[src/rtl/hbd_pkg.sv]
package hbd_pkg;
    localparam int WORD_W   = 32;
    localparam int LANES    = WORD_W / 8;
    localparam int IDX_W    = 2;
    localparam int IDX_LSB  = 2;
    localparam int WIN_BITS = 4;

    typedef logic [LANES-1:0] lane_t;
    typedef logic [IDX_W-1:0] idx_t;

    // place a half-word strobe pair into the selected half of the lane vector
    function automatic lane_t half_lanes(input logic upper, input logic [1:0] pair);
        lane_t r;
        r = '0;
        if (upper) r[3:2] = pair;
        else       r[1:0] = pair;
        return r;
    endfunction
endpackage

[src/rtl/hbd_addr_latch.sv]
module hbd_addr_latch #(
    parameter int AW        = 16,
    parameter bit USE_LATCH = 1'b1
) (
    input  logic          clk,
    input  logic          rst_n,
    input  logic [AW-1:0] addr_i,
    input  logic          ads_n_i,
    output logic [AW-1:0] addr_o
);
    generate
        if (USE_LATCH) begin : g_latch
            logic [AW-1:0] held_d, held_q;

            always_comb begin
                held_d = held_q;
                if (!ads_n_i) held_d = addr_i;
            end

            always_ff @(posedge clk) begin
                if (!rst_n) held_q <= '0;
                else        held_q <= held_d;
            end

            // transparent while the strobe is low, held value otherwise
            assign addr_o = ads_n_i ? held_q : addr_i;

            AST_HOLD_STABLE: assert property (@(posedge clk) disable iff (!rst_n)
                ads_n_i |=> $stable(held_q));
            AST_CAPTURE_LOW: assert property (@(posedge clk) disable iff (!rst_n)
                !ads_n_i |=> (held_q == $past(addr_i)));
        end else begin : g_flow
            logic unused_strobe;
            assign unused_strobe = ads_n_i ^ clk ^ rst_n;
            assign addr_o = addr_i;
        end
    endgenerate
endmodule

[src/rtl/hbd_decode.sv]
module hbd_decode
    import hbd_pkg::*;
#(
    parameter int              AW        = 16,
    parameter logic [AW-5:0]   BASE_ADDR = 12'h030,
    parameter logic [IDX_W-1:0] DATA_IDX = 2'd3
) (
    input  logic [AW-1:0] addr_i,
    input  logic          aen_i,
    input  logic          dport_cs_n_i,
    output logic          hit_o,
    output logic          dport_o,
    output idx_t          idx_o
);
    localparam int TAG_W = AW - WIN_BITS;

    logic [TAG_W-1:0] tag;
    logic             win_match;
    logic [1:0]       unused_lo;

    assign tag       = addr_i[AW-1:WIN_BITS];
    assign unused_lo = addr_i[1:0];

    always_comb begin
        win_match = (tag == BASE_ADDR) && !aen_i;
        dport_o   = !dport_cs_n_i;
        if (dport_o) begin
            // window decode bypassed: fixed data register, full word
            hit_o = 1'b1;
            idx_o = DATA_IDX;
        end else begin
            hit_o = win_match;
            idx_o = addr_i[IDX_LSB +: IDX_W];
        end
    end
endmodule

[src/rtl/hbd_lane_steer.sv]
module hbd_lane_steer
    import hbd_pkg::*;
#(
    parameter int BUS_W = 32
) (
    input  logic             half_sel_i,
    input  logic             hit_i,
    input  logic             dport_i,
    input  logic [3:0]       be_n_i,
    input  logic [BUS_W-1:0] host_wdata_i,
    input  logic [WORD_W-1:0] int_rdata_i,
    output lane_t            stb_o,
    output logic [WORD_W-1:0] int_wdata_o,
    output logic [BUS_W-1:0] host_rdata_o
);
    localparam int HALF_W = WORD_W / 2;

    generate
        if (BUS_W == WORD_W) begin : g_full
            logic unused_half;
            assign unused_half = half_sel_i;
            always_comb begin
                if (dport_i)    stb_o = '1;
                else if (hit_i) stb_o = ~be_n_i;
                else            stb_o = '0;
                int_wdata_o  = host_wdata_i;
                host_rdata_o = int_rdata_i;
            end
        end else begin : g_half
            logic [1:0] unused_be_hi;
            assign unused_be_hi = be_n_i[3:2];
            always_comb begin
                if (dport_i)    stb_o = '1;
                else if (hit_i) stb_o = half_lanes(half_sel_i, ~be_n_i[1:0]);
                else            stb_o = '0;
                int_wdata_o  = {host_wdata_i, host_wdata_i};
                host_rdata_o = half_sel_i ? int_rdata_i[WORD_W-1:HALF_W]
                                          : int_rdata_i[HALF_W-1:0];
            end
        end
    endgenerate
endmodule

[src/rtl/host_addr_decoder.sv]
module host_addr_decoder
    import hbd_pkg::*;
#(
    parameter int               AW        = 16,
    parameter int               BUS_W     = 32,
    parameter bit               USE_LATCH = 1'b1,
    parameter logic [AW-5:0]    BASE_ADDR = 12'h030,
    parameter logic [IDX_W-1:0] DATA_IDX  = 2'd3
) (
    input  logic             clk,
    input  logic             rst_n,
    input  logic [AW-1:0]    host_addr,
    input  logic             aen,
    input  logic             ads_n,
    input  logic             dport_cs_n,
    input  logic [3:0]       be_n,
    input  logic [BUS_W-1:0] host_wdata,
    input  logic [31:0]      int_rdata,
    output logic [AW-1:0]    lat_addr,
    output logic             dev_hit,
    output logic             dport_acc,
    output logic [1:0]       reg_idx,
    output logic [3:0]       lane_stb,
    output logic [31:0]      int_wdata,
    output logic [BUS_W-1:0] host_rdata
);
    typedef struct packed {
        logic [AW-1:0]     addr;
        logic              hit;
        logic              dport;
        idx_t              idx;
        lane_t             stb;
        logic [WORD_W-1:0] wdata;
        logic [BUS_W-1:0]  rdata;
    } out_t;

    logic [AW-1:0]     eff_addr;
    logic              dec_hit, dec_dport;
    idx_t              dec_idx;
    lane_t             st_stb;
    logic [WORD_W-1:0] st_wdata;
    logic [BUS_W-1:0]  st_rdata;
    out_t              out_d, out_q;

    hbd_addr_latch #(.AW(AW), .USE_LATCH(USE_LATCH)) u_latch (
        .clk     (clk),
        .rst_n   (rst_n),
        .addr_i  (host_addr),
        .ads_n_i (ads_n),
        .addr_o  (eff_addr)
    );

    hbd_decode #(.AW(AW), .BASE_ADDR(BASE_ADDR), .DATA_IDX(DATA_IDX)) u_decode (
        .addr_i       (eff_addr),
        .aen_i        (aen),
        .dport_cs_n_i (dport_cs_n),
        .hit_o        (dec_hit),
        .dport_o      (dec_dport),
        .idx_o        (dec_idx)
    );

    hbd_lane_steer #(.BUS_W(BUS_W)) u_steer (
        .half_sel_i   (eff_addr[1]),
        .hit_i        (dec_hit),
        .dport_i      (dec_dport),
        .be_n_i       (be_n),
        .host_wdata_i (host_wdata),
        .int_rdata_i  (int_rdata),
        .stb_o        (st_stb),
        .int_wdata_o  (st_wdata),
        .host_rdata_o (st_rdata)
    );

    always_comb begin
        out_d       = out_q;
        out_d.addr  = eff_addr;
        out_d.hit   = dec_hit;
        out_d.dport = dec_dport;
        out_d.idx   = dec_idx;
        out_d.stb   = st_stb;
        out_d.wdata = st_wdata;
        out_d.rdata = st_rdata;
    end

    always_ff @(posedge clk) begin
        if (!rst_n) out_q <= '0;
        else        out_q <= out_d;
    end

    assign lat_addr   = out_q.addr;
    assign dev_hit    = out_q.hit;
    assign dport_acc  = out_q.dport;
    assign reg_idx    = out_q.idx;
    assign lane_stb   = out_q.stb;
    assign int_wdata  = out_q.wdata;
    assign host_rdata = out_q.rdata;

    AST_DPORT_FORCES: assert property (@(posedge clk) disable iff (!rst_n)
        !dport_cs_n |=> (dev_hit && dport_acc && reg_idx == DATA_IDX));
    AST_DPORT_LANES: assert property (@(posedge clk) disable iff (!rst_n)
        !dport_cs_n |=> (lane_stb == 4'hF));
    AST_NOHIT_QUIET: assert property (@(posedge clk) disable iff (!rst_n)
        !dev_hit |-> (lane_stb == 4'h0));
    AST_RESET_CLEAR: assert property (@(posedge clk)
        !rst_n |=> (!dev_hit && !dport_acc && lane_stb == 4'h0));

    generate
        if (BUS_W != WORD_W) begin : g_half_chk
            AST_ONE_HALF: assert property (@(posedge clk) disable iff (!rst_n)
                (dev_hit && !dport_acc) |-> (lane_stb[3:2] == 2'b00 || lane_stb[1:0] == 2'b00));
        end
    endgenerate
endmodule

[config.mk]
export PLATFORM = sky130hd
export DESIGN_NAME = host_addr_decoder
export DESIGN_NICKNAME = d
export VERILOG_FILES = /design/src/rtl/hbd_pkg.sv /design/src/rtl/hbd_addr_latch.sv /design/src/rtl/hbd_decode.sv /design/src/rtl/hbd_lane_steer.sv /design/src/rtl/host_addr_decoder.sv
export SDC_FILE = /design/constraint.sdc
export NUM_CORES = 1
export LEC_CHECK = 0
export BUFFER_PORTS_ARGS = -buffer_cell sky130_fd_sc_hd__buf_4
export CAP_MARGIN = 25
export CORE_MARGIN = 8
export CORE_UTILIZATION = 46
export CTS_CLUSTER_SIZE = 8
export DETAILED_ROUTE_END_ITERATION = 10
export GPL_ROUTABILITY_DRIVEN = 0
export PLACE_DENSITY_LB_ADDON = 0.08
export SETUP_SLACK_MARGIN = 0.15
export SYNTH_ARGS = -nofsm -noshare
export SYNTH_HDL_FRONTEND = slang
export SYNTH_HIERARCHICAL = 1
export SYNTH_SLANG_ARGS = --single-unit
[constraint.sdc]
create_clock -name clk -period 3.08 [get_ports clk]
set_input_delay 0.616 -clock clk [delete_from_list [all_inputs] [get_ports clk]]
set_output_delay 0.616 -clock clk [all_outputs]
set_load 0.02 [all_outputs]
==> results of run 1 <==
stage by stage:
step	power (mW)	cells
floorplan	1.71	316
global placement	1.85	518
detailed placement	1.85	518
CTS	2.71	531
global route	2.80	531
finish	2.67	531
state kept, by name, summed over array words and instances (netlist names):
signal,cells
host_rdata,32
int_wdata,32
lat_addr,16
u_latch/g_latch.held_q,16
lane_stb,4
reg_idx,2
dev_hit,1
dport_acc,1
path summary, 6_finish.rpt:
| path | start | to | slack, ns | cells after the start |
|---|---|---|---|---|
| setup / recovery | ads_n | lane_stb[2] | 0.73 | 6 |
| hold reg to reg | u_latch/g_latch.held_q[0] | lat_addr[0] | 0.58 | 2 |
| hold / removal | host_wdata[11] | int_wdata[11] | 0.47 | 2 |
| setup reg to reg | u_latch/g_latch.held_q[5] | lane_stb[2] | 1.06 | 5 |
cells in the mapped netlist, drive strengths merged:
master	count
or4	2
and2	104
nand2	1
nand2b	2
or3	1
buf	75
inv	5
mux2	16
clkbuf	1
a21o	4
dfxtp	104
o41ai	1
area by class of cell:
cell class,instances,area (um^2)
repair buffers,176,1320
clock inverters,4,72.6
multi-input cells,131,955
inverters,5,18.8
well taps,102,128
clock buffers,9,124
flip-flops and latches,104,2080
fillers,710,2990
routing by layer:
layer	vias to the layer above	wire [um]	track usage, %
met5	-	0	0
met4	0	105	5.40
met3	8	951	7.86
met2	102	3540	21.5
met1	939	2900	13.4
li1	1121	-	-
cells by family (layout without fill, tap and decap cells):
logic type,count (synthesis),in the layout
simple gates,110,110
flops,104,104
buf+inv,81,194
mux,16,16
compound gates,5,5
power groups by stage:
stage	combinational [mW]	sequential, mW	clock [mW]
after floorplan	0.160	1.55	0
after global placement	0.379	1.47	0
after detailed placement	0.384	1.47	0
after CTS	0.385	1.44	0.889
after global routing	0.407	1.45	0.944
final	0.378	1.44	0.853
==> results_dict.tcl, run 1 <==
set metrics [dict create \
    num_rows 32 \
    worstPathArrival_ns 2.63 \
    ys_seq_area_share_pct 57.3 \
    cpPeakStageDelay_ns 0.56 \
    drv_cap 0 \
    cts_tree "done" \
    synth_top_area_share_pct 57.3 \
    cts_root_buf "clkbuf_8" \
    status "finished clean" \
    cts_max_path_buffers 2 \
    num_vias 2170 \
    grt_pass1_wl_um 11600 \
    overflow 0 \
    synth-simple-area-share_pct 19.0 \
    final-setup-viol-count 0 \
    rsz0062_at_grt "no" \
    critical_path_class "in2reg" \
    ys_ff_latch 104 \
    synth-xor-area-share_pct 0 \
    tns_ns 0 \
    final.period_utilization_pct 76.2 \
    grt_max_degree 105 \
    worstSetupEndpointType "flip-flop" \
    slew_violations 0 \
    synthAdderAreaFrac_pct 0 \
    ir_drop_uv 341 \
    post_dp_cell_area_um2 4500 \
    netlist_area_um2 3630 \
    routed_wl_um 7490 \
    fp.dieW_um 105 \
    drcViolationCount 0 \
    pre_cts_slack_ns 0.333 \
    core_area_um2 7690 \
    hp-class "in2reg" \
    p_int_mw 2.07 \
    post_cts_resized 0 \
    cts.sinks 104 \
    final_util_pct 61.1 \
    yosys.cell_types.count 17 \
    hpwlAfterDp_um 5700 \
    relSlewSlack_pct 50.2 \
    worst_pin_slew_ns 0.746 \
    diodes 0 \
    pwr-share-seq_pct 53.9 \
    area_growth_pct 29.5 \
    synth_cells 316 \
    synth_compound_area_share_pct 1.27 \
    start_util_pct 47.2 \
    critPathSlowestCell "o41ai_2" \
    timing.fmax_mhz 426 \
    worst_hold_slack_ns 0.473 \
    yosys-top-cells-area "dfxtp_1, and2_1, buf_4" \
    die_y_um 105 \
    switching_share_pct 22.4 \
    final_common_cell "buf_4" \
    p_switching_mw 0.598 \
    path_max_fanout 16 \
    layout_setup_ws_ns 0.734 \
    fin_worst_skew_ns 0.00417 \
    startpoint_type "input port" \
    crit_buf_inv 1 \
    cpLargestDelayFamily "compound AO/OA/AOI/OAI gates" \
    hold_viol_final 0 \
    synth.mux.area_fraction_pct 6.00 \
    drt_iter0_markers 18 \
    cts_buffers 9 \
    grt_pass1_vias 2289 \
    h-tree-depth 3 \
    avgSynthCellArea_um2 11.5 \
    path_cells "buf_4 > mux2_4 > or4_1 > o41ai_2 > a21o_1 > and2_1" \
    cts_hold_buffers 0 \
    powerDensity_nw_per_um2 568 \
    clk_latency_ns 0.34 \
    via_per_inst 4.09 \
    cp.required_ns 3.36 \
    grt_usage_pct 13.1 \
    synth_area_leader_cell "dfxtp_1" \
    ios 177 \
    antenna_found_initial 0 \
    ant_nets 0 \
    syn-num-nets 405 \
    final_cell_mix "buf_4, dfxtp_1, and2_1, mux2_4, clkbuf_8" \
    min_period_ns 2.35 \
    io_buffers 176 \
    pwr-share-clk_pct 31.9 \
    dieArea_um2 11000 \
    p_leak_nw 2.30 \
    synth_top_family_by_area "simple AND/OR/NAND/NOR gates" \
    pwr-share-comb_pct 14.1 \
    postCtsSetupRepairBufs 0 \
    path_clk_slew_ns 0.09 \
    layout.nets 516 \
    wl_per_cell_um 14.1 \
    design_area_um2 4700 \
    drt_pass1_iterations 2 \
    drive_gt1_share_pct 48.3 \
    yosys_warnings 6 \
]
Note: power is estimated with default switching activity, not from simulation.
==> run 2: changes to the inputs <==
CORE_UTILIZATION = 41   (was 46)
clock period = 1.9 ns   (was 3.08 ns; I/O delays follow)
==> run 2 against run 1 <==
Net effect: total power grew 60%; wire length grew 1.4%; largest power group unchanged; sequential power grew 62%; critical path depth shrank 1; die area grew 10%; clock power grew 52%; clock skew grew 0.00092 ns; via count grew 1.8%.
==> results_dict.tcl, run 2 (synthesis gave the netlist of run 1 again) <==
set metrics [dict create \
    critical_path_class "reg2reg" \
    worstPathArrival_ns 2.14 \
    p_int_mw 3.29 \
    path_max_fanout 5 \
    rsz0062_at_grt "yes" \
    relSlewSlack_pct 74.2 \
    reg2reg_from "u_latch/g_latch.held_q[10]" \
    grt_pass1_wl_um 11200 \
    drive_gt1_share_pct 49.9 \
    hp-class "in2reg" \
    layout.nets 526 \
    tns_ns 0 \
    ir_drop_uv 394 \
    p_leak_nw 2.35 \
    switching_share_pct 23.1 \
    drt_pass1_iterations 3 \
    pwr-share-seq_pct 54.6 \
    p_switching_mw 0.989 \
    fin_worst_skew_ns 0.00508 \
    min_period_ns 1.85 \
    grt_pass1_vias 2322 \
    path_cells "mux2_4 > or4_4 > o41ai_4 > a21o_1 > and2_1" \
    area_growth_pct 32.3 \
    start_util_pct 42.0 \
    critPathSlowestCell "or4_4" \
    wl_per_cell_um 13.9 \
    layout_setup_ws_ns 0.0519 \
    antenna_found_initial 0 \
    final_cell_mix "buf_4, dfxtp_1, and2_1, clkbuf_8, mux2_4" \
    diodes 0 \
    pwr-share-comb_pct 15.1 \
    status "finished clean" \
    via_per_inst 4.04 \
    cts_root_buf "clkbuf_8" \
    drv_cap 0 \
    timing.fmax_mhz 541 \
    powerDensity_nw_per_um2 890 \
    clk_latency_ns 0.35 \
    grt_max_degree 37 \
    io_buffers 176 \
    pwr-share-clk_pct 30.4 \
    pre_cts_slack_ns -0.358 \
    worstSetupEndpointType "flip-flop" \
    hold_start "int_rdata[3]" \
    die_y_um 110 \
    slew_violations 0 \
    core_area_um2 8640 \
    worst_hold_slack_ns 0.231 \
    dieArea_um2 12100 \
    cp.required_ns 2.19 \
    hold_viol_final 0 \
    final_util_pct 55.6 \
    crit_buf_inv 0 \
    cts_max_path_buffers 2 \
    drt_iter0_markers 35 \
    final-setup-viol-count 0 \
    cts.sinks 104 \
    path_clk_slew_ns 0.09 \
    grt_usage_pct 12.1 \
    h-tree-depth 3 \
    startpoint_type "flip-flop" \
    num_vias 2210 \
    overflow 0 \
    cpLargestDelayFamily "simple AND/OR/NAND/NOR gates" \
    power_mw 4.28 \
    worst_pin_slew_ns 0.385 \
    hpwlAfterDp_um 5940 \
    fp.dieW_um 110 \
    drcViolationCount 0 \
    num_rows 34 \
    cts_hold_buffers 0 \
    cts_tree "done" \
    routed_wl_um 7600 \
    cts_buffers 9 \
    final.period_utilization_pct 97.3 \
    startpoint "u_latch/g_latch.held_q[10]" \
    final_common_cell "buf_4" \
    ios 177 \
    cpPeakStageDelay_ns 0.53 \
    ant_nets 0 \
]
==> run 2: power by group through the flow <==
stage,logic [mW],registers [mW],clock network [mW]
6_report,0.644,2.33,1.30
5_1_grt,0.694,2.35,1.45
4_1_cts,0.657,2.33,1.36
3_5_place_dp,0.651,2.38,0
3_3_place_gp,0.643,2.38,0
2_1_floorplan,0.266,2.51,0
==> run 2: routing by layer <==
metal,track usage (%),up-vias,wire length [um]
met4,5.14,0,116
met2,19.6,101,3660
li1,-,1140,-
met3,7.09,9,1070
met5,0,-,0
met1,12.6,960,2750
==> run 2: area by class of cell <==
class | count | area, um^2
clock buffer | 10 | 138
clock inverter | 3 | 45.0
fill | 783 | 3830
inverter | 5 | 18.8
multi-input combinational | 131 | 973
sequential | 104 | 2080
tap | 108 | 135
timing repair buffer | 186 | 1410
==> run 2: final timing paths <==
kind / slack, ns / cells past startpoint / to
worst max-delay path: 0.05 / 5 / lane_stb[0]
worst min register to register: 0.57 / 2 / lat_addr[0]
worst min-delay path: 0.23 / 2 / host_rdata[3]
worst max register to register: 0.05 / 5 / lane_stb[0]
==> run 2: per-stage QoR <==
| stage | instance area [um^2] | std cells |
|---|---|---|
| 2_1_floorplan | 3650 | 316 |
| 3_3_place_gp | 4610 | 533 |
| 6_report | 4800 | 547 |
| 4_1_cts | 4800 | 547 |
| 3_5_place_dp | 4610 | 533 |
| 5_1_grt | 4800 | 547 |
==> run 2: repair_timing <==
action                                  4_1_cts  5_1_grt
endpoints found under the setup margin        5        5
resized for setup                             1        1
pin swaps                                     7        3
endpoints found under the hold margin         0        0
buffers inserted                              1        0
==> run 3: changes to the inputs <==
CELL_PAD_IN_SITES_DETAIL_PLACEMENT = 1   (was not set)
CELL_PAD_IN_SITES_GLOBAL_PLACEMENT = 2   (was not set)
CORE_MARGIN = not set   (was 8)
CORE_UTILIZATION = 24   (was 41)
PLACE_DENSITY_LB_ADDON = 0.1   (was 0.08)
==> run 3 against run 2 <==
Net effect: the run now ends with design-rule violations left; combinational power hardly changed; total power is 13% higher; first-iteration DRC count is 110% higher; core utilization down 21 points; sequential power about the same; sequential share of layout area fell by 1.7 points; clock power up 44%; critical path depth rose by 1; cell count grew 14%; worst setup slack improved by 0.0036 ns; register-to-register slack barely moved; largest cell class unchanged; largest power group unchanged.
==> results_dict.tcl, run 3 (synthesis gave the netlist of run 1 again) <==
set metrics [dict create \
    drt_pass1_iterations 7 \
    cp.required_ns 2.19 \
    worstPathArrival_ns 2.13 \
    ant_nets 0 \
    dieArea_um2 15600 \
    multi_input_area_um2 976 \
    design_area_um2 5000 \
    area.sequential_um2 2080 \
    drt_iter0_markers 75 \
    grt_util_met3_pct 5.61 \
    powerDensity_nw_per_um2 967 \
    via_per_inst 3.72 \
    die_y_um 125 \
    min_period_ns 1.84 \
    ir_drop_uv 357 \
    grtUsageMet1_pct 11.1 \
    fin_worst_skew_ns 0.00698 \
    num_vias 2324 \
    h-tree-depth 3 \
    drive_gt1_share_pct 50.0 \
    violations "design-rule violations" \
    grt-busiest-layer "met2" \
    cts_root_buf "clkbuf_16" \
    p_leak_nw 2.41 \
    cts_max_path_buffers 2 \
    area_growth_pct 37.8 \
    cts.sinks 104 \
    io_buffers 176 \
    power_mw 4.84 \
    worstSetupEndpointType "flip-flop" \
    startpoint_type "flip-flop" \
    rsz0062_at_grt "yes" \
    timing.fmax_mhz 542 \
    critical_path_class "reg2reg" \
    drcViolationCount 12 \
    final.period_utilization_pct 97.1 \
    num_rows 44 \
    drv_cap 0 \
    relSlewSlack_pct 78.0 \
    clk_latency_ns 0.34 \
    fp.dieW_um 125 \
    grt_pass1_wl_um 12500 \
    routed_wl_um 7910 \
    tns_ns 0 \
    cts_tree "done" \
    core_area_um2 14600 \
    cts_buffers 9 \
    hold_viol_final 0 \
    final-setup-viol-count 0 \
    path_clk_slew_ns 0.07 \
    wl_per_cell_um 12.7 \
    status "finished with violations" \
    hp-class "in2reg" \
    path_max_fanout 5 \
    grt_pass1_vias 2398 \
    grt_usage_pct 10.6 \
    ios 177 \
    slew_violations 0 \
    layout.nets 524 \
    grt_max_degree 46 \
    start_util_pct 24.8 \
    postCtsSetupRepairBufs 0 \
    worst_pin_slew_ns 0.330 \
    diodes 0 \
    n_fill_cell 1646 \
    post_dp_cell_area_um2 4690 \
    grtUsageMet2_pct 17.0 \
    overflow 0 \
    antenna_found_initial 0 \
    final_cell_mix "buf_4, dfxtp_1, and2_1, mux2_4, clkbuf_16" \
    hpwlAfterDp_um 5890 \
    final_common_cell "buf_4" \
]
## run 3: critical path, stage by stage (launching register included)
cell	delay [ns]
dfxtp_1	0.30
mux2_4	0.26
or4_4	0.53
o41ai_4	0.29
buf_4	0.18
a21o_1	0.11
and2_4	0.12
## run 3: worst paths after layout
check	start	end	cells after the start	slack, ns
hold / removal	int_rdata[21]	host_rdata[21]	2	0.24
hold reg to reg	u_latch/g_latch.held_q[1]	u_latch/g_latch.held_q[1]	2	0.58
setup reg to reg	u_latch/g_latch.held_q[10]	lane_stb[1]	6	0.06
setup / recovery	u_latch/g_latch.held_q[10]	lane_stb[1]	6	0.06
## run 3: power breakdown
group	switching, mW	internal, mW	total (mW)
registers	0.0308	2.30	2.33
clock network	0.810	1.06	1.87
logic	0.282	0.358	0.641
## run 3: what timing repair did
item / 4_1_cts / 5_1_grt
endpoints found under the setup margin: 5 / 5
pin swaps: 1 / 1
resized for setup: 2 / 1
hold buffers: 0 / 0
## run 3: layout make-up
cell class                 count  share of cell area, %
tap                          184                   4.60
multi-input combinational    131                   19.5
clock inverter                 5                   1.13
clock buffer                  11                   4.85
sequential                   104                   41.6
timing repair buffer         184                   27.9
inverter                       5                  0.375
## run 3: stage by stage
step | utilization (%) | worst slack [ns] | cells | hold WS (ns)
6_report | 34.2 | 0.0555 | 624 | 0.238
5_1_grt | 34.2 | -0.0617 | 624 | 0.219
4_1_cts | 34.2 | 0.0413 | 624 | 0.217
2_1_floorplan | - | -0.211 | 316 | 0.502
3_5_place_dp | 32.1 | -0.387 | 608 | 0.576
3_3_place_gp | 32.1 | -0.358 | 608 | 0.558
## run 3: routing by layer
layer / wire length [um] / vias up
met1: 2990 / 1064
met5: 0 / -
met3: 977 / 10
met2: 3770 / 105
li1: - / 1145
met4: 171 / 0
